===== config.mk =====
export PLATFORM = sky130hd
export DESIGN_NAME = addsub_flags
export DESIGN_NICKNAME = d
export VERILOG_FILES = /design/src/rtl/addsub_pkg.sv /design/src/rtl/addsub_operand_prep.sv /design/src/rtl/addsub_slice4.sv /design/src/rtl/addsub_flag_gen.sv /design/src/rtl/addsub_flags.sv
export SDC_FILE = /design/constraint.sdc
export NUM_CORES = 1
export LEC_CHECK = 0
export ABC_AREA = 1
export ABC_CLOCK_PERIOD_IN_PS = 5850
export BUFFER_PORTS_ARGS = -buffer_cell sky130_fd_sc_hd__buf_2
export CAP_MARGIN = 40
export CORE_AREA = 2 2 39 41
export DETAILED_ROUTE_END_ITERATION = 7
export DIE_AREA = 0 0 41 43
export PLACE_DENSITY = 0.76
export SLEW_MARGIN = 20
export SYNTH_ARGS = -nofsm -noshare
export SYNTH_HDL_FRONTEND = slang
export SYNTH_SLANG_ARGS = --single-unit

===== constraint.sdc =====
create_clock -name vclk -period 5.85
set_clock_uncertainty 0.1 [all_clocks]
set_input_delay 0.8775 -clock vclk [all_inputs]
set_output_delay 0.8775 -clock vclk [all_outputs]
set_load 0.03 [all_outputs]

===== src/rtl/addsub_pkg.sv =====
package addsub_pkg;

    // Width of one ripple-carry building slice
    localparam int SLICE_W = 4;

    // Function select encoding
    typedef enum logic [1:0] {
        FN_ADD     = 2'b00,
        FN_SUB_XY  = 2'b01,
        FN_SUB_YX  = 2'b10,
        FN_ADD_ALT = 2'b11
    } fn_sel_e;

endpackage


===== src/rtl/addsub_operand_prep.sv =====
module addsub_operand_prep
    import addsub_pkg::*;
#(
    parameter int WIDTH = 8
) (
    input  logic [WIDTH-1:0] opnd_x,
    input  logic [WIDTH-1:0] opnd_y,
    input  logic [1:0]       func_sel,
    output logic [WIDTH-1:0] add_a,
    output logic [WIDTH-1:0] add_b,
    output logic             carry_seed
);

    fn_sel_e fn;
    assign fn = fn_sel_e'(func_sel);

    // Subtrahend is inverted and the chain is seeded with one
    always_comb begin
        unique case (fn)
            FN_SUB_XY: begin
                add_a      = opnd_x;
                add_b      = ~opnd_y;
                carry_seed = 1'b1;
            end
            FN_SUB_YX: begin
                add_a      = ~opnd_x;
                add_b      = opnd_y;
                carry_seed = 1'b1;
            end
            default: begin
                add_a      = opnd_x;
                add_b      = opnd_y;
                carry_seed = 1'b0;
            end
        endcase
    end

endmodule


===== src/rtl/addsub_slice4.sv =====
module addsub_slice4
    import addsub_pkg::*;
(
    input  logic [SLICE_W-1:0] a,
    input  logic [SLICE_W-1:0] b,
    input  logic               c_in,
    output logic [SLICE_W-1:0] s,
    output logic               c_top_in,
    output logic               c_out
);

    // Ripple through full adders, bit 0 first
    always_comb begin
        logic c;
        c        = c_in;
        c_top_in = 1'b0;
        s        = '0;
        for (int i = 0; i < SLICE_W; i++) begin
            if (i == SLICE_W - 1) begin
                c_top_in = c;
            end
            s[i] = a[i] ^ b[i] ^ c;
            c    = (a[i] & b[i]) | (c & (a[i] ^ b[i]));
        end
        c_out = c;
    end

endmodule


===== src/rtl/addsub_flag_gen.sv =====
module addsub_flag_gen #(
    parameter int WIDTH = 8
) (
    input  logic [WIDTH-1:0] sum,
    input  logic             c_into_sign,
    input  logic             c_from_sign,
    output logic             ovf,
    output logic             is_zero
);

    assign ovf     = c_into_sign ^ c_from_sign;
    assign is_zero = ~|sum;

endmodule


===== src/rtl/addsub_flags.sv =====
module addsub_flags
    import addsub_pkg::*;
#(
    parameter int WIDTH = 8
) (
    input  logic [WIDTH-1:0] opnd_x,
    input  logic [WIDTH-1:0] opnd_y,
    input  logic [1:0]       func_sel,
    output logic [WIDTH-1:0] result,
    output logic             carry_out,
    output logic             overflow,
    output logic             zero
);

    localparam int N_SLICE = WIDTH / SLICE_W;

    if ((WIDTH % SLICE_W) != 0 || WIDTH < SLICE_W) begin : g_bad_width
        $error("addsub_flags: WIDTH must be a positive multiple of 4");
    end

    logic [WIDTH-1:0] add_a;
    logic [WIDTH-1:0] add_b;
    logic             carry_seed;
    logic [WIDTH-1:0] sum;
    logic             c_sign_in;
    logic             c_sign_out;

    addsub_operand_prep #(.WIDTH(WIDTH)) u_prep (
        .opnd_x     (opnd_x),
        .opnd_y     (opnd_y),
        .func_sel   (func_sel),
        .add_a      (add_a),
        .add_b      (add_b),
        .carry_seed (carry_seed)
    );

    for (genvar k = 0; k < N_SLICE; k++) begin : g_slice
        logic               cin_k;
        logic               cmsb_k;
        logic               cout_k;
        logic [SLICE_W-1:0] s_k;

        if (k == 0) begin : g_first
            assign cin_k = carry_seed;
        end else begin : g_next
            assign cin_k = g_slice[k-1].cout_k;
        end

        addsub_slice4 u_slice (
            .a        (add_a[k*SLICE_W +: SLICE_W]),
            .b        (add_b[k*SLICE_W +: SLICE_W]),
            .c_in     (cin_k),
            .s        (s_k),
            .c_top_in (cmsb_k),
            .c_out    (cout_k)
        );

        assign sum[k*SLICE_W +: SLICE_W] = s_k;
    end

    assign c_sign_in  = g_slice[N_SLICE-1].cmsb_k;
    assign c_sign_out = g_slice[N_SLICE-1].cout_k;

    addsub_flag_gen #(.WIDTH(WIDTH)) u_flags (
        .sum         (sum),
        .c_into_sign (c_sign_in),
        .c_from_sign (c_sign_out),
        .ovf         (overflow),
        .is_zero     (zero)
    );

    assign result    = sum;
    assign carry_out = c_sign_out;

    // Arithmetic models, independent of the slice chain
    logic [WIDTH:0] chk_u;
    logic [WIDTH:0] chk_s;
    logic           chk_carry;
    fn_sel_e        chk_fn;

    always_comb begin
        chk_fn = fn_sel_e'(func_sel);
        unique case (chk_fn)
            FN_SUB_XY: begin
                chk_u     = {1'b0, opnd_x} - {1'b0, opnd_y};
                chk_s     = {opnd_x[WIDTH-1], opnd_x} - {opnd_y[WIDTH-1], opnd_y};
                chk_carry = ~chk_u[WIDTH];
            end
            FN_SUB_YX: begin
                chk_u     = {1'b0, opnd_y} - {1'b0, opnd_x};
                chk_s     = {opnd_y[WIDTH-1], opnd_y} - {opnd_x[WIDTH-1], opnd_x};
                chk_carry = ~chk_u[WIDTH];
            end
            default: begin
                chk_u     = {1'b0, opnd_x} + {1'b0, opnd_y};
                chk_s     = {opnd_x[WIDTH-1], opnd_x} + {opnd_y[WIDTH-1], opnd_y};
                chk_carry = chk_u[WIDTH];
            end
        endcase
    end

    always_comb begin
        if (chk_fn == FN_ADD || chk_fn == FN_ADD_ALT) begin

            add_result_chk: assert (result == chk_s[WIDTH-1:0])
                else $error("add result mismatch");
        end
        if (chk_fn == FN_SUB_XY) begin

            sub_xy_result_chk: assert (result == chk_s[WIDTH-1:0])
                else $error("x-y result mismatch");
        end
        if (chk_fn == FN_SUB_YX) begin

            sub_yx_result_chk: assert (result == chk_s[WIDTH-1:0])
                else $error("y-x result mismatch");
        end

        carry_flag_chk: assert (carry_out == chk_carry)
            else $error("carry flag mismatch");

        overflow_flag_chk: assert (overflow == (chk_s[WIDTH] ^ chk_s[WIDTH-1]))
            else $error("overflow flag mismatch");

        zero_flag_chk: assert (zero == (chk_s[WIDTH-1:0] == '0))
            else $error("zero flag mismatch");
    end

endmodule


# == Yosys cells after proc, flatten, opt, wreduce, memory -nomap -nowiden ==
# Cells that the tools add are included.
# word_totals
ff_bits,0
latchBits,0
mem_bits_rw,0
rom_bits,0
inputBits,18
out_inout_bits,11
word_cells,51
n_memories,0
# classes
add_sub_neg,0
mul,0
div,0
order_cmp,0
n_eq_ne,2
shifts,0
muxes,3
n_bitwise,43
n_reduce_logical,3
# op_table
cell,n
bitwise XOR 1 bit,17
AND 1 bit,16
two-way mux 8 bit,2
inverter 8 bit,2
OR 1 bit,8
OR reduction 8 bit,1
== test 2 x 1 -> 1 bit (second input constant),1
== test 2 bit (second input constant),1
OR reduction 2 bit,1
zero test 1 bit,1
two-way mux 1 bit,1

# == Depth between registers and ports, before layout ==
# Gate-level depths: netlist of the first run.
# logic_depth
depth_word,20
depth_mapped,21
mapped_depth_nobuf,20

# == Cells and area by module ==
# A second synthesis of the first run with hierarchy kept.
# hier_totals
cells_unflattened,105
area_unflattened_um2,561.8
# by_module_without_submodules
mod,n_inst,cells_each,area_each_um2,seq_area_each_um2
addsub_operand_prep,1,73,306.5,0.0
addsub_slice4,2,12,110.1,0.0
addsub_flag_gen,1,8,35.0,0.0

# == Worst setup path before layout of the first run ==
# Ideal clock, no wire load.
# synth_path
path_kind,input-to-output
start,in func_sel[0]
end,out zero
arrival_ns,4.620
required_time_ns,4.873
path_slack_ns,0.252
cell_stages,21
n_path_buf,1
cell_sequence,inv_1 ha_1 buf_4 xor2_1 ha_1 a21oi_1 fa_1 fa_1 inv_1 fa_1 inv_1 fa_1 inv_1 fa_1 fa_1 inv_1 fa_1 nand2_1 nor2_1 nand2_1 nor2_1
# synth_between
elab_chain_cells,20
word_cells_on_any_way,45
classes_between,eq/ne: 2; mux: 3; bitwise: 37; reduce/logical: 3
# synth_rtl
element,line,text
from (decl),addsub_flags.sv:8,"input logic [1:0] func_sel,"
== test 2 x 1 -> 1 bit / == test 2 bit (equally long branches),addsub_operand_prep.sv:19,unique case (fn)
OR reduction 2 bit (no line) / two-way mux 8 bit (equally long branches),-,
two-way mux 1 bit / bitwise XOR 1 bit (equally long branches),"addsub_operand_prep.sv:19, addsub_slice4.sv:22, addsub_slice4.sv:23",
AND 1 bit,addsub_slice4.sv:23,c = (a[i] & b[i]) | (c & (a[i] ^ b[i]));
OR 1 bit,addsub_slice4.sv:23,
AND 1 bit,addsub_slice4.sv:23,
OR 1 bit,addsub_slice4.sv:23,
AND 1 bit,addsub_slice4.sv:23,
[... 4 more ...],-,
OR 1 bit,addsub_slice4.sv:23,
AND 1 bit,addsub_slice4.sv:23,
OR 1 bit,addsub_slice4.sv:23,
AND 1 bit,addsub_slice4.sv:23,
OR 1 bit,addsub_slice4.sv:23,
bitwise XOR 1 bit,addsub_slice4.sv:22,s[i] = a[i] ^ b[i] ^ c;
OR reduction 8 bit *,addsub_flag_gen.sv:12,assign is_zero = ~|sum;
zero test 1 bit *,addsub_flag_gen.sv:12,
to (decl),addsub_flags.sv:12,output logic zero
# Mark *: on every way between the ends. The rest lies on a longest branch, timed or not.

# == Worst setup path after layout of the first run ==
# Same ends and word-level chain as after synthesis.

==> results of run 1 <==
## through the flow
step,utilization [%],instances
final,43.7,97
after global routing,43.7,97
after detailed placement,43.3,97
after floorplan,-,52
after global placement,43.3,97
after CTS,43.3,97
## power groups by stage
stage | combinational, W | clock, W | sequential [W]
final | 0.000150 | 0 | 0
after global routing | 0.000168 | 0 | 0
after CTS | 0.000152 | 0 | 0
after detailed placement | 0.000151 | 0 | 0
after global placement | 0.000148 | 0 | 0
after floorplan | 0.000114 | 0 | 0
## layer usage
metal	track usage [%]	part of all wire, %	up-vias
met4	0	0	0
met3	0	6.5	0
met2	24.4	59	15
met1	15.5	34	174
met5	0	0	-
li1	-	-	201
## placed cells by master (no fill, tap or decap)
| cell | synthesis | final |
|---|---|---|
| xor2_1 | 9 | 9 |
| xnor2_1 | 9 | 9 |
| nand2_1 | 4 | 4 |
| fa_1 | 7 | 6 |
| ha_1 | 3 | 3 |
| fa_2 | 0 | 1 |
| nor2_1 | 3 | 3 |
| a21oi_1 | 1 | 1 |
| inv_1 | 14 | 14 |
| buf_4 | 2 | 3 |
| buf_2 | 0 | 28 |
## repair_timing
action / in CTS / in global routing
hold buffers: 0 / 0
resized for setup: 0 / 3
endpoints found under the setup margin: 0 / 1
## worst paths after layout
path	start	to	slack, ns	cells past startpoint
max	func_sel[0]	zero	0.25	22
min	opnd_y[0]	result[0]	2.00	3
## final cells by class
class	count	area, sq um	share of cell area [%]
Tap cell	16	20.0	3.31
Multi-Input combinational cell	36	369	61.1
Timing Repair Buffer	31	163	26.9
Inverter	14	52.6	8.70
## worst max-delay path: cells and delay by family
kind / cells / cell delay (ns)
XOR/XNOR: 1 / 0.17
buffers and inverters: 7 / 0.55
adder cells (fa/ha/maj): 9 / 2.64
AO/OA/AOI/OAI: 1 / 0.08
AND/OR/NAND/NOR: 4 / 0.30
## cells by family after synthesis
family,Yosys count,share of synthesized area (%)
xor gates and xnor gates,18,36.3
adders and majority gates,10,40.9
and+or+nand+nor,7,6.05
buffers and inverters,16,15.6
AOI/OAI and AO/OA,1,1.15
==> run summary, run 1 <==
The leakage power summed over all cells came out at between 0.3 and 0.4 nW. The violation count after the first detailed-route iteration is 0. For the worst setup path, the data required time is between 4 and 5 ns. The delay of the slowest cell on the worst path came out at a little over 0.5 ns. The portion of total power attributed to sequential cells is 0%.

The number of primary I/O pins is 29. The placeable core region came out at 1380 sq um. STA classifies the critical path startpoint as an input port. The number of hold-slack violations in the final timing report came out at 0. Among all stages on the critical path, the largest delay is contributed by fa_1. OpenSTA, run right after detailed placement, puts the worst setup slack at between 0.15 and 0.2 ns.

The flow ran to the end, and the final reports show no timing, DRC or antenna violations. The layout clock buffer count is 0. Hold is met by ~2 ns. The register area share after synthesis is 0%. The remaining max-slew budget at the tightest pin is around 85%. The global-route wire length before repair came out at around 1700 microns.

The post-synthesis instance total is 52. The share of total power in the clock network came out at 0%. The die footprint is 1760 sq um. Along the worst path, the maximum fanout reaches 2. In this run the remaining antenna-violating nets after routing total 0. The area growth from synthesis to layout is 39.2%. Net switching is around 66% of the power. The die extent in y came out at around 43 microns.

Among all cell types in the netlist, the one instantiated most often is inv_1. The placer congestion estimate came out at between 0.7 and 0.8. The all-layer global routing usage came out at between 10% and 20%. The fraction of layout instances using a drive strength above 1 came out at about two fifths.

The highest clock frequency the design can meet is around 180 MHz. After detailed routing, the number of vias per cell comes to 4.02. The cell area power density came out at 248 nW/um^2. Adding up every negative setup slack in the final design gives 0 ns. The sum of internal, switching and leakage power came out at between 0.0001 and 0.00015 W. The internal power summed over all cells is roughly 0.000052 W. The final worst-path setup slack came out at 0.248 ns. Counting stages on the worst path, the most repeated cell is fa_1.

The flip-flop and latch area is 0 sq um. The number of warnings reported in the yosys synthesis log is 0. The final-report setup violation count came out at 0. In this run the biggest area consumer among cell types represents approximately a third of the synthesized area. For this run, the detailed router's first-pass iteration total came to 1. The count of cell types in the netlist is 9. The worst supply voltage drop on vdd came out at approximately 0.12 mV.

The horizontal die dimension is slightly above 40 microns. The post-route clock period utilization came out at approximately 96%. Traced cell by cell, the critical path runs through buf_2 -> inv_1 -> ha_1 -> xor2_1 -> ha_1 -> a21oi_1 -> fa_1 -> fa_1 -> inv_1 -> fa_1 -> inv_1 -> fa_1 -> inv_1 -> fa_1 -> fa_2 -> inv_1 -> fa_1 -> nand2_1 -> nor2_1 -> nand2_1 -> nor2_1 -> buf_4. The count of vias placed by the detailed router came out at 390.

The filler cells instantiated in the layout total between 150 and 200. The post-synthesis net count came out at 80. The number of antenna violations at the first check in global routing is 0. The synthesized cell area came out at about 430 sq um. The number of maximum-capacitance violations came out at 0. In the routed design, unresolved DRC markers number 0.

In the final routed layout, each cell accounts on average for 9.15 microns. The count of buffers added by post-CTS timing repair for setup is 0. The power spent charging and discharging nets is about 0.0001 W.

The measured slew at the worst slew-check pin came out at ~0.22 ns. The average instance in the mapped netlist occupies about 8.3 sq um. The combinational fraction of design power is 100.0%. The HPWL after detailed placement is 844 microns. Summing all placed instances gives a cell area of between 500 and 600 sq um. The number of max-slew violations in the final report is 0.

For this run, the post-layout net count is approximately 110. The class of the most critical setup path is in2out. Once the floorplan was initialized, standard cells occupied 31.4% of the core. The layout sequential cell count came out at 0. After floorplanning, the core was divided into 14 placement rows. The post-layout minimum cycle time came out at 5.60 ns. The total detailed-routing wirelength is between 800 and 900 microns. The final cell area excluding filler cells is between 600 and 700 sq um. fa_1 takes more of the synthesized area than any other cell.

Setup repair after global routing left no endpoint under its margin. Ranked by total cell area, the synthesized netlist is headed by fa_1 32%, xnor2_1 18%, xor2_1 18%. For the worst setup path, the data arrival time is between 4 and 5 ns. The total global routing overflow is 0. The total inserted antenna cells is 0.

The element type at the critical path end is an output port. The via count of the first global-routing pass was around 440. The commonest cells after synthesis are 14 x inv_1, 9 x xnor2_1, 9 x xor2_1, 7 x fa_1, 4 x nand2_1.

The quantity of I/O buffers inserted on ports is 29. The tightest min-delay check is of the in2out type. The maximum number of pins on one net before global-route repair came out at 8.
(Power assumes the default switching activity.)
==> run 2: changes to the inputs <==
--- a/config.mk
+++ b/config.mk
@@ -12,8 +12,9 @@
 export CORE_AREA = 2 2 39 41
 export DETAILED_ROUTE_END_ITERATION = 7
 export DIE_AREA = 0 0 41 43
-export PLACE_DENSITY = 0.76
+export PLACE_DENSITY = 0.86
 export SLEW_MARGIN = 20
 export SYNTH_ARGS = -nofsm -noshare
 export SYNTH_HDL_FRONTEND = slang
+export SYNTH_HIERARCHICAL = 1
 export SYNTH_SLANG_ARGS = --single-unit
==> run 2 against run 1 <==
Sequential share of layout area unchanged. Power down 13%. Synthesized cell count up 100%. Area after synthesis up 29%. Critical endpoint unchanged. Largest cell class unchanged.
==> run summary, run 2 <==
The flow ran to the end, and the final reports show no timing, DRC or antenna violations. The placer congestion estimate was 0.757 (+5.4%). The die footprint came out at 1760 sq um (unchanged). The worst slack at placement is 0.0548 ns (-0.137 ns).

The measured slew at the worst slew-check pin is 0.157 ns (-0.0634 ns). The remaining max-slew budget at the tightest pin was 89.6% (+4.4 points). The total detailed-routing wirelength is 1320 microns (+48%).

The setup path with the least slack is of type in2out. The portion of total power attributed to sequential cells is 0% (unchanged). The synthesized cell area is 562 sq um (+29%). The startpoint of the worst setup timing path is func_sel[0].

The cell that appears most often on the critical path is fa_1. The routed via count divided by cell count is 4.16 (+3.5%). The number of antenna violations at the first check in global routing came to 0 (unchanged).

The layout clock buffer count came to 0 (unchanged). The total inserted antenna cells is 0 (unchanged). The worst supply voltage drop on vdd came out at 0.112 mV (-2.8%). The count of vias placed by the detailed router is 645 (+65%). The number of nets with antenna violations after routing is 0 (unchanged).

The post-route clock period utilization is 97.3% (+1.5 points). The die extent in y came out at 43 microns (unchanged). The violation count after the first detailed-route iteration came out at 6 (+6). The number of primary I/O pins is 29 (unchanged). The number of hold-slack violations in the final timing report is 0 (unchanged). The final-report setup violation count is 0 (unchanged). The average size of a mapped cell came out at 5.35 sq um (-36%). Traced cell by cell, the critical path runs through buf_2 -> inv_1 -> ha_2 -> inv_2 -> nand2_1 -> nand2_1 -> fa_1 -> inv_1 -> fa_1 -> fa_1 -> inv_1 -> fa_1 -> fa_1 -> inv_1 -> fa_1 -> fa_1 -> inv_2 -> fa_1 -> nor2_2 -> nand2_1 -> nor2_1 -> clkbuf_4. The number of remaining DRC errors came to 0 (unchanged). The global-route wire length before repair is 1920 microns (+16%). The worst setup path is captured at an output port. Leaving out fill and tap cells, the most frequent cell in the layout is nand2_1. The endpoint required time on the critical path came to 4.87 ns (about the same). The switching portion of total power is 66.7% (+1.1 points). The post-synthesis net count is 133 (+66%). The maximum number of pins on one net before global-route repair came out at 9 (+1). In this run the top signal layer used is met3.

The via count of the first global-routing pass is 527 (+20%). The initial standard-cell utilization of the core is 40.6% (+9.2 points). The quantity of I/O buffers inserted on ports was 29 (unchanged). The horizontal die dimension came to 41 microns (unchanged). The number of maximum-capacitance violations came out at 0 (unchanged). The fraction of layout instances using a drive strength above 1 was 30.2% (-9.3 points).

The cts-stage hold buffer count is 0 (unchanged). nand2_1 is the most common cell in the netlist. The highest clock frequency the design can meet is 176 MHz (-1.6%).

The leakage power summed over all cells is 0.559 nW (+59%). The total number of nets in the final design came out at 169 (+52%). The count of cell types in the netlist came out at 8 (-1). The length of routed wiring on met1 came out at 535 microns (+77%). The maximum net fanout on the critical path came out at 6 (+4). The power spent charging and discharging nets was 0.0000870 W (-11%). The fraction of synthesized cell area taken by the top area cell type was 33.4% (+1.1 points). The final worst-path setup slack came to 0.158 ns (-0.0897 ns).

The iteration count of the initial detailed-routing pass is 3 (+2). The register area share after synthesis came out at 0% (unchanged). The post-layout minimum cycle time is 5.69 ns (+0.0897 ns). The data arrival time of the critical path came out at 4.71 ns (+0.09 ns). The delay of the slowest cell on the worst path came out at 0.43 ns (-0.08 ns). The flip-flop and latch area is 0 sq um (unchanged). The met3 routed wirelength is 63 microns (+8.6%). Relative to the synthesized area, the layout overhead comes to 36.5%. The startpoint identified for the worst hold timing path is opnd_y[4]. The placeable core region came out at 1380 sq um (unchanged). The combinational fraction of design power came out at 100.0% (about the same). In the layout the commonest cells are 50 x nand2_1, 34 x inv_1, 28 x buf_2. The cell area power density came to 170 nW/um^2 (-31%). The final standard cell utilization of the core is 55.4% (+12 points). The kind of start point of the critical path is an input port.

The internal power summed over all cells came out at 0.0000434 W (-16%). Among all stages on the critical path, the largest delay is contributed by fa_1. The total global routing overflow is 0 (unchanged). By count the netlist is led by 50 x nand2_1, 35 x inv_1, 8 x fa_1, 5 x nor2_1.

Sorting the synthesized cells by area gives the leading types as nand2_1 33%, fa_1 29%, inv_1 23%. In this run the worst hold path is classified as in2out. The share of total power in the clock network is 0% (unchanged). The per-cell routed wire length is 8.50 microns (-7.1%). The HPWL after detailed placement is 1100 microns (+31%). The number of placement rows was 14 (unchanged). The layout sequential cell count came to 0 (unchanged). The met2 wire length came out at 719 microns (+36%). The library cell occupying the most area in the post-synthesis netlist is nand2_1. The number of max-slew violations in the final report came out at 0 (unchanged). The number of warnings reported in the yosys synthesis log is 6 (+6).

The post-synthesis instance total came out at 105 (+100%). The all-layer global routing usage is 14.7% (+2.1 points).
## run 2: cell count changes after synthesis, moves of 2 or more
cell,delta
buf_4,-2
xor2_1,-8
inv_2,+2
nor2_1,+2
inv_1,+21
buf_6,+2
xnor2_1,-9
nand2_1,+46
## run 2: critical path: cells and delay by family
kind / cells / cell delay [ns]
buffers and inverters: 8 / 0.68
adder cells (fa/ha/maj): 9 / 2.69
AND/OR/NAND/NOR: 5 / 0.45
## run 2: layer usage
metal / global-route usage (%) / vias to the layer above
li1: - / 346
met1: 18.3 / 283
met2: 28.1 / 16
met3: 0 / 0
met4: 0 / 0
met5: 0 / -
## run 2: logic make-up after synthesis
logic type	synth area share, %
buffers and inverters	28.7
XOR/XNOR	1.56
adder cells (fa/ha/maj)	33.0
AND/OR/NAND/NOR	36.7
## run 2: area by class of cell
cell class | instances | area (sq um)
Tap cell | 16 | 20.0
Fill cell | 147 | 617
Multi-Input combinational cell | 66 | 408
Inverter | 37 | 139
Timing Repair Buffer | 36 | 200
## run 2: worst paths after layout
kind,slack [ns],depth (start not counted),end
min,2.23,5,result[4]
max,0.16,22,zero
## run 2: power by group through the flow
| stage | Clock, W | Sequential [W] | Combinational (W) |
|---|---|---|---|
| after floorplan | 0 | 0 | 0.0000959 |
| after global placement | 0 | 0 | 0.000124 |
| after detailed placement | 0 | 0 | 0.000127 |
| after global routing | 0 | 0 | 0.000146 |
| final | 0 | 0 | 0.000130 |
| after CTS | 0 | 0 | 0.000128 |
## run 2: repair_timing
item / 4_1_cts / 5_1_grt
buffers inserted: 0 / 4
endpoints found under the hold margin: 0 / 0
resized for setup: 0 / 5
endpoints found under the setup margin: 0 / 1
## run 2: metrics by stage
stage	area [sq um]	TNS (ns)	total power (W)	instances	hold WS (ns)
6_report	767	0	0.000130	155	2.23
5_1_grt	767	-0.0358	0.000146	155	2.28
2_1_floorplan	562	0	0.0000959	105	2.08
4_1_cts	727	0	0.000128	151	2.24
3_3_place_gp	727	0	0.000124	151	2.22
3_5_place_dp	727	0	0.000127	151	2.24
==> run 3: changes to the inputs <==
--- a/config.mk
+++ b/config.mk
@@ -12,9 +12,9 @@
 export CORE_AREA = 2 2 39 41
 export DETAILED_ROUTE_END_ITERATION = 7
 export DIE_AREA = 0 0 41 43
-export PLACE_DENSITY = 0.86
+export PLACE_DENSITY = 0.76
+export REMOVE_ABC_BUFFERS = 1
 export SLEW_MARGIN = 20
 export SYNTH_ARGS = -nofsm -noshare
 export SYNTH_HDL_FRONTEND = slang
-export SYNTH_HIERARCHICAL = 1
 export SYNTH_SLANG_ARGS = --single-unit
==> run 3 against run 2 <==
Largest cell class unchanged. Setup slack better by 0.082 ns. Fmax up 1.5%. Cell count down 37%.
==> run summary, run 3 (synthesized netlist as in run 1, its figures left out) <==
The run finished with clean final reports. In this run the most critical hold path is launched from opnd_x[0]. The maximum net fanout on the critical path came out at 2 (-4). The horizontal die dimension came out at 41 microns (unchanged). The cts-stage hold buffer count came out at 0 (unchanged). The post-layout minimum cycle time came out at 5.61 ns (-0.0823 ns).

The initial standard-cell utilization of the core came out at 31.4% (-9.2 points). The worst slack at placement is 0.168 ns (+0.113 ns). The die footprint came out at 1760 sq um (unchanged). The library cells used most frequently in the layout, excluding fill and tap cells, are 28 x buf_2, 14 x inv_1, 9 x xnor2_1, 9 x xor2_1. The number of nets with antenna violations after routing came out at 0 (unchanged). The placer congestion estimate is 0.702 (-7.3%). The highest clock frequency the design can meet is 178 MHz (+1.5%).

The leakage power summed over all cells is 0.350 nW (-37%). The fraction of layout instances using a drive strength above 1 came out at 42.0% (+12 points). The number of maximum-capacitance violations came to 0 (unchanged). The critical path is of the in2out type. The routed via count divided by cell count is 4.10 (-1.4%). The iteration count of the initial detailed-routing pass is 1 (-2). The fill cell instance count of the final layout is 152 (+3.4%). The cell area power density came out at 251 nW/um^2 (+48%). The end of the worst hold path is result[0]. The worst hold path belongs to the class in2out. The die extent in y was 43 microns (unchanged).

The total number of nets in the final design is 111 (-34%). The final worst-path setup slack was 0.240 ns (+0.0823 ns). The total inserted antenna cells is 0 (unchanged). The number of max-slew violations in the final report is 0 (unchanged). The placeable core region came to 1380 sq um (unchanged). The total detailed-routing wirelength came to 982 microns (-25%). The total global routing overflow is 0 (unchanged).

The worst supply voltage drop on vdd is 0.128 mV (+14%). The data arrival time of the critical path came out at 4.63 ns (-0.08 ns). The post-synthesis to final-layout area growth came out at 40.3%.

The number of placement rows came out at 14 (unchanged). The library cell used most frequently in the layout, excluding fill and tap cells, is buf_2. The violation count after the first detailed-route iteration came out at 0 (-6). The quantity of I/O buffers inserted on ports is 29 (unchanged). The post-route clock period utilization came to 95.9% (-1.4 points). The all-layer global routing usage came out at 13.2% (-1.5 points). The number of primary I/O pins is 29 (unchanged). The kind of start point of the critical path is an input port.

The number of remaining DRC errors came out at 0 (unchanged). The final-report setup violation count is 0 (unchanged). The layout sequential cell count came out at 0 (unchanged). The HPWL after detailed placement is 887 microns (-20%).

The global-route wire length before repair came out at 1680 microns (-13%). The aggregate negative setup slack came out at 0 ns (unchanged). The remaining max-slew budget at the tightest pin came to 84.3% (-5.3 points). The maximum number of pins on one net before global-route repair is 8 (-1). The count of vias placed by the detailed router is 398 (-38%). The measured slew at the worst slew-check pin was 0.233 ns (+0.0764 ns). The via count of the first global-routing pass is 446 (-15%). The count of cells along the worst hold path came out at 3 (-2). Setup repair after global routing left no endpoint under its margin. The endpoint required time on the critical path is 4.87 ns (about the same). The layout clock buffer count came out at 0 (unchanged). The number of antenna violations at the first check in global routing came out at 0 (unchanged). The element type at the critical path end is an output port.

The per-cell routed wire length is 10.1 microns (+19%). The flip-flop and latch area came out at 0 sq um (unchanged). The number of hold-slack violations in the final timing report was 0 (unchanged).
-- run 3: per-layer routing --
| metal | track usage (%) | share of wire [%] | up-vias |
|---|---|---|---|
| met5 | 0 | 0 | - |
| met4 | 4.00 | 2.4 | 0 |
| met3 | 0 | 6.6 | 2 |
| met2 | 25.6 | 58 | 17 |
| met1 | 14.0 | 33 | 177 |
| li1 | - | - | 202 |
-- run 3: what timing repair did --
item	CTS	global route
gates resized for setup	0	5
buffers inserted	0	0
setup endpoints to repair	0	1
-- run 3: report_power, final --
part           total [W]  switching (W)  internal, W
clock network          0              0            0
registers              0              0            0
logic           0.000153       0.000100    0.0000527
total           0.000153       0.000100    0.0000527
-- run 3: per-stage QoR --
| stage | util [%] | cell area, sq um | cells | power [W] | hold WS, ns |
|---|---|---|---|---|---|
| after CTS | 43.3 | 599 | 97 | 0.000153 | 2.01 |
| after global routing | 44.0 | 609 | 97 | 0.000170 | 2.03 |
| after floorplan | - | 419 | 50 | 0.000113 | 1.84 |
| final | 44.0 | 609 | 97 | 0.000153 | 2.01 |
| after global placement | 43.3 | 599 | 97 | 0.000149 | 2.00 |
| after detailed placement | 43.3 | 599 | 97 | 0.000153 | 2.01 |
-- run 3: critical path: stages --
cell and delay [ns]:
buf_2 0.09, inv_1 0.04, ha_1 0.21, xor2_1 0.16, ha_1 0.28, a21oi_1 0.08, fa_2 0.35, fa_1 0.37
inv_1 0.08, fa_1 0.16, inv_1 0.05, fa_1 0.35, inv_1 0.08, fa_2 0.20, fa_2 0.21, inv_1 0.05
fa_1 0.49, nand2_1 0.05, nor2_1 0.10, nand2_1 0.06, nor2_1 0.10, buf_4 0.17
-- run 3: cell type report --
| class | instances | area, sq um | share of cell area, % |
|---|---|---|---|
| Multi-Input combinational cell | 36 | 374 | 61.4 |
| Timing Repair Buffer | 31 | 163 | 26.7 |
| Inverter | 14 | 52.6 | 8.62 |
| Tap cell | 16 | 20.0 | 3.29 |
-- run 3: worst max path at each step --
stage           startpoint  endpoint  slack [ns]  cells after the start
2_1_floorplan  func_sel[0]      zero        0.22                     20
3_3_place_gp   func_sel[0]      zero        0.29                     22
3_5_place_dp   func_sel[0]      zero        0.17                     22
4_1_cts        func_sel[0]      zero        0.16                     22
5_1_grt        func_sel[0]      zero        0.02                     22
6_report       func_sel[0]      zero        0.24                     22
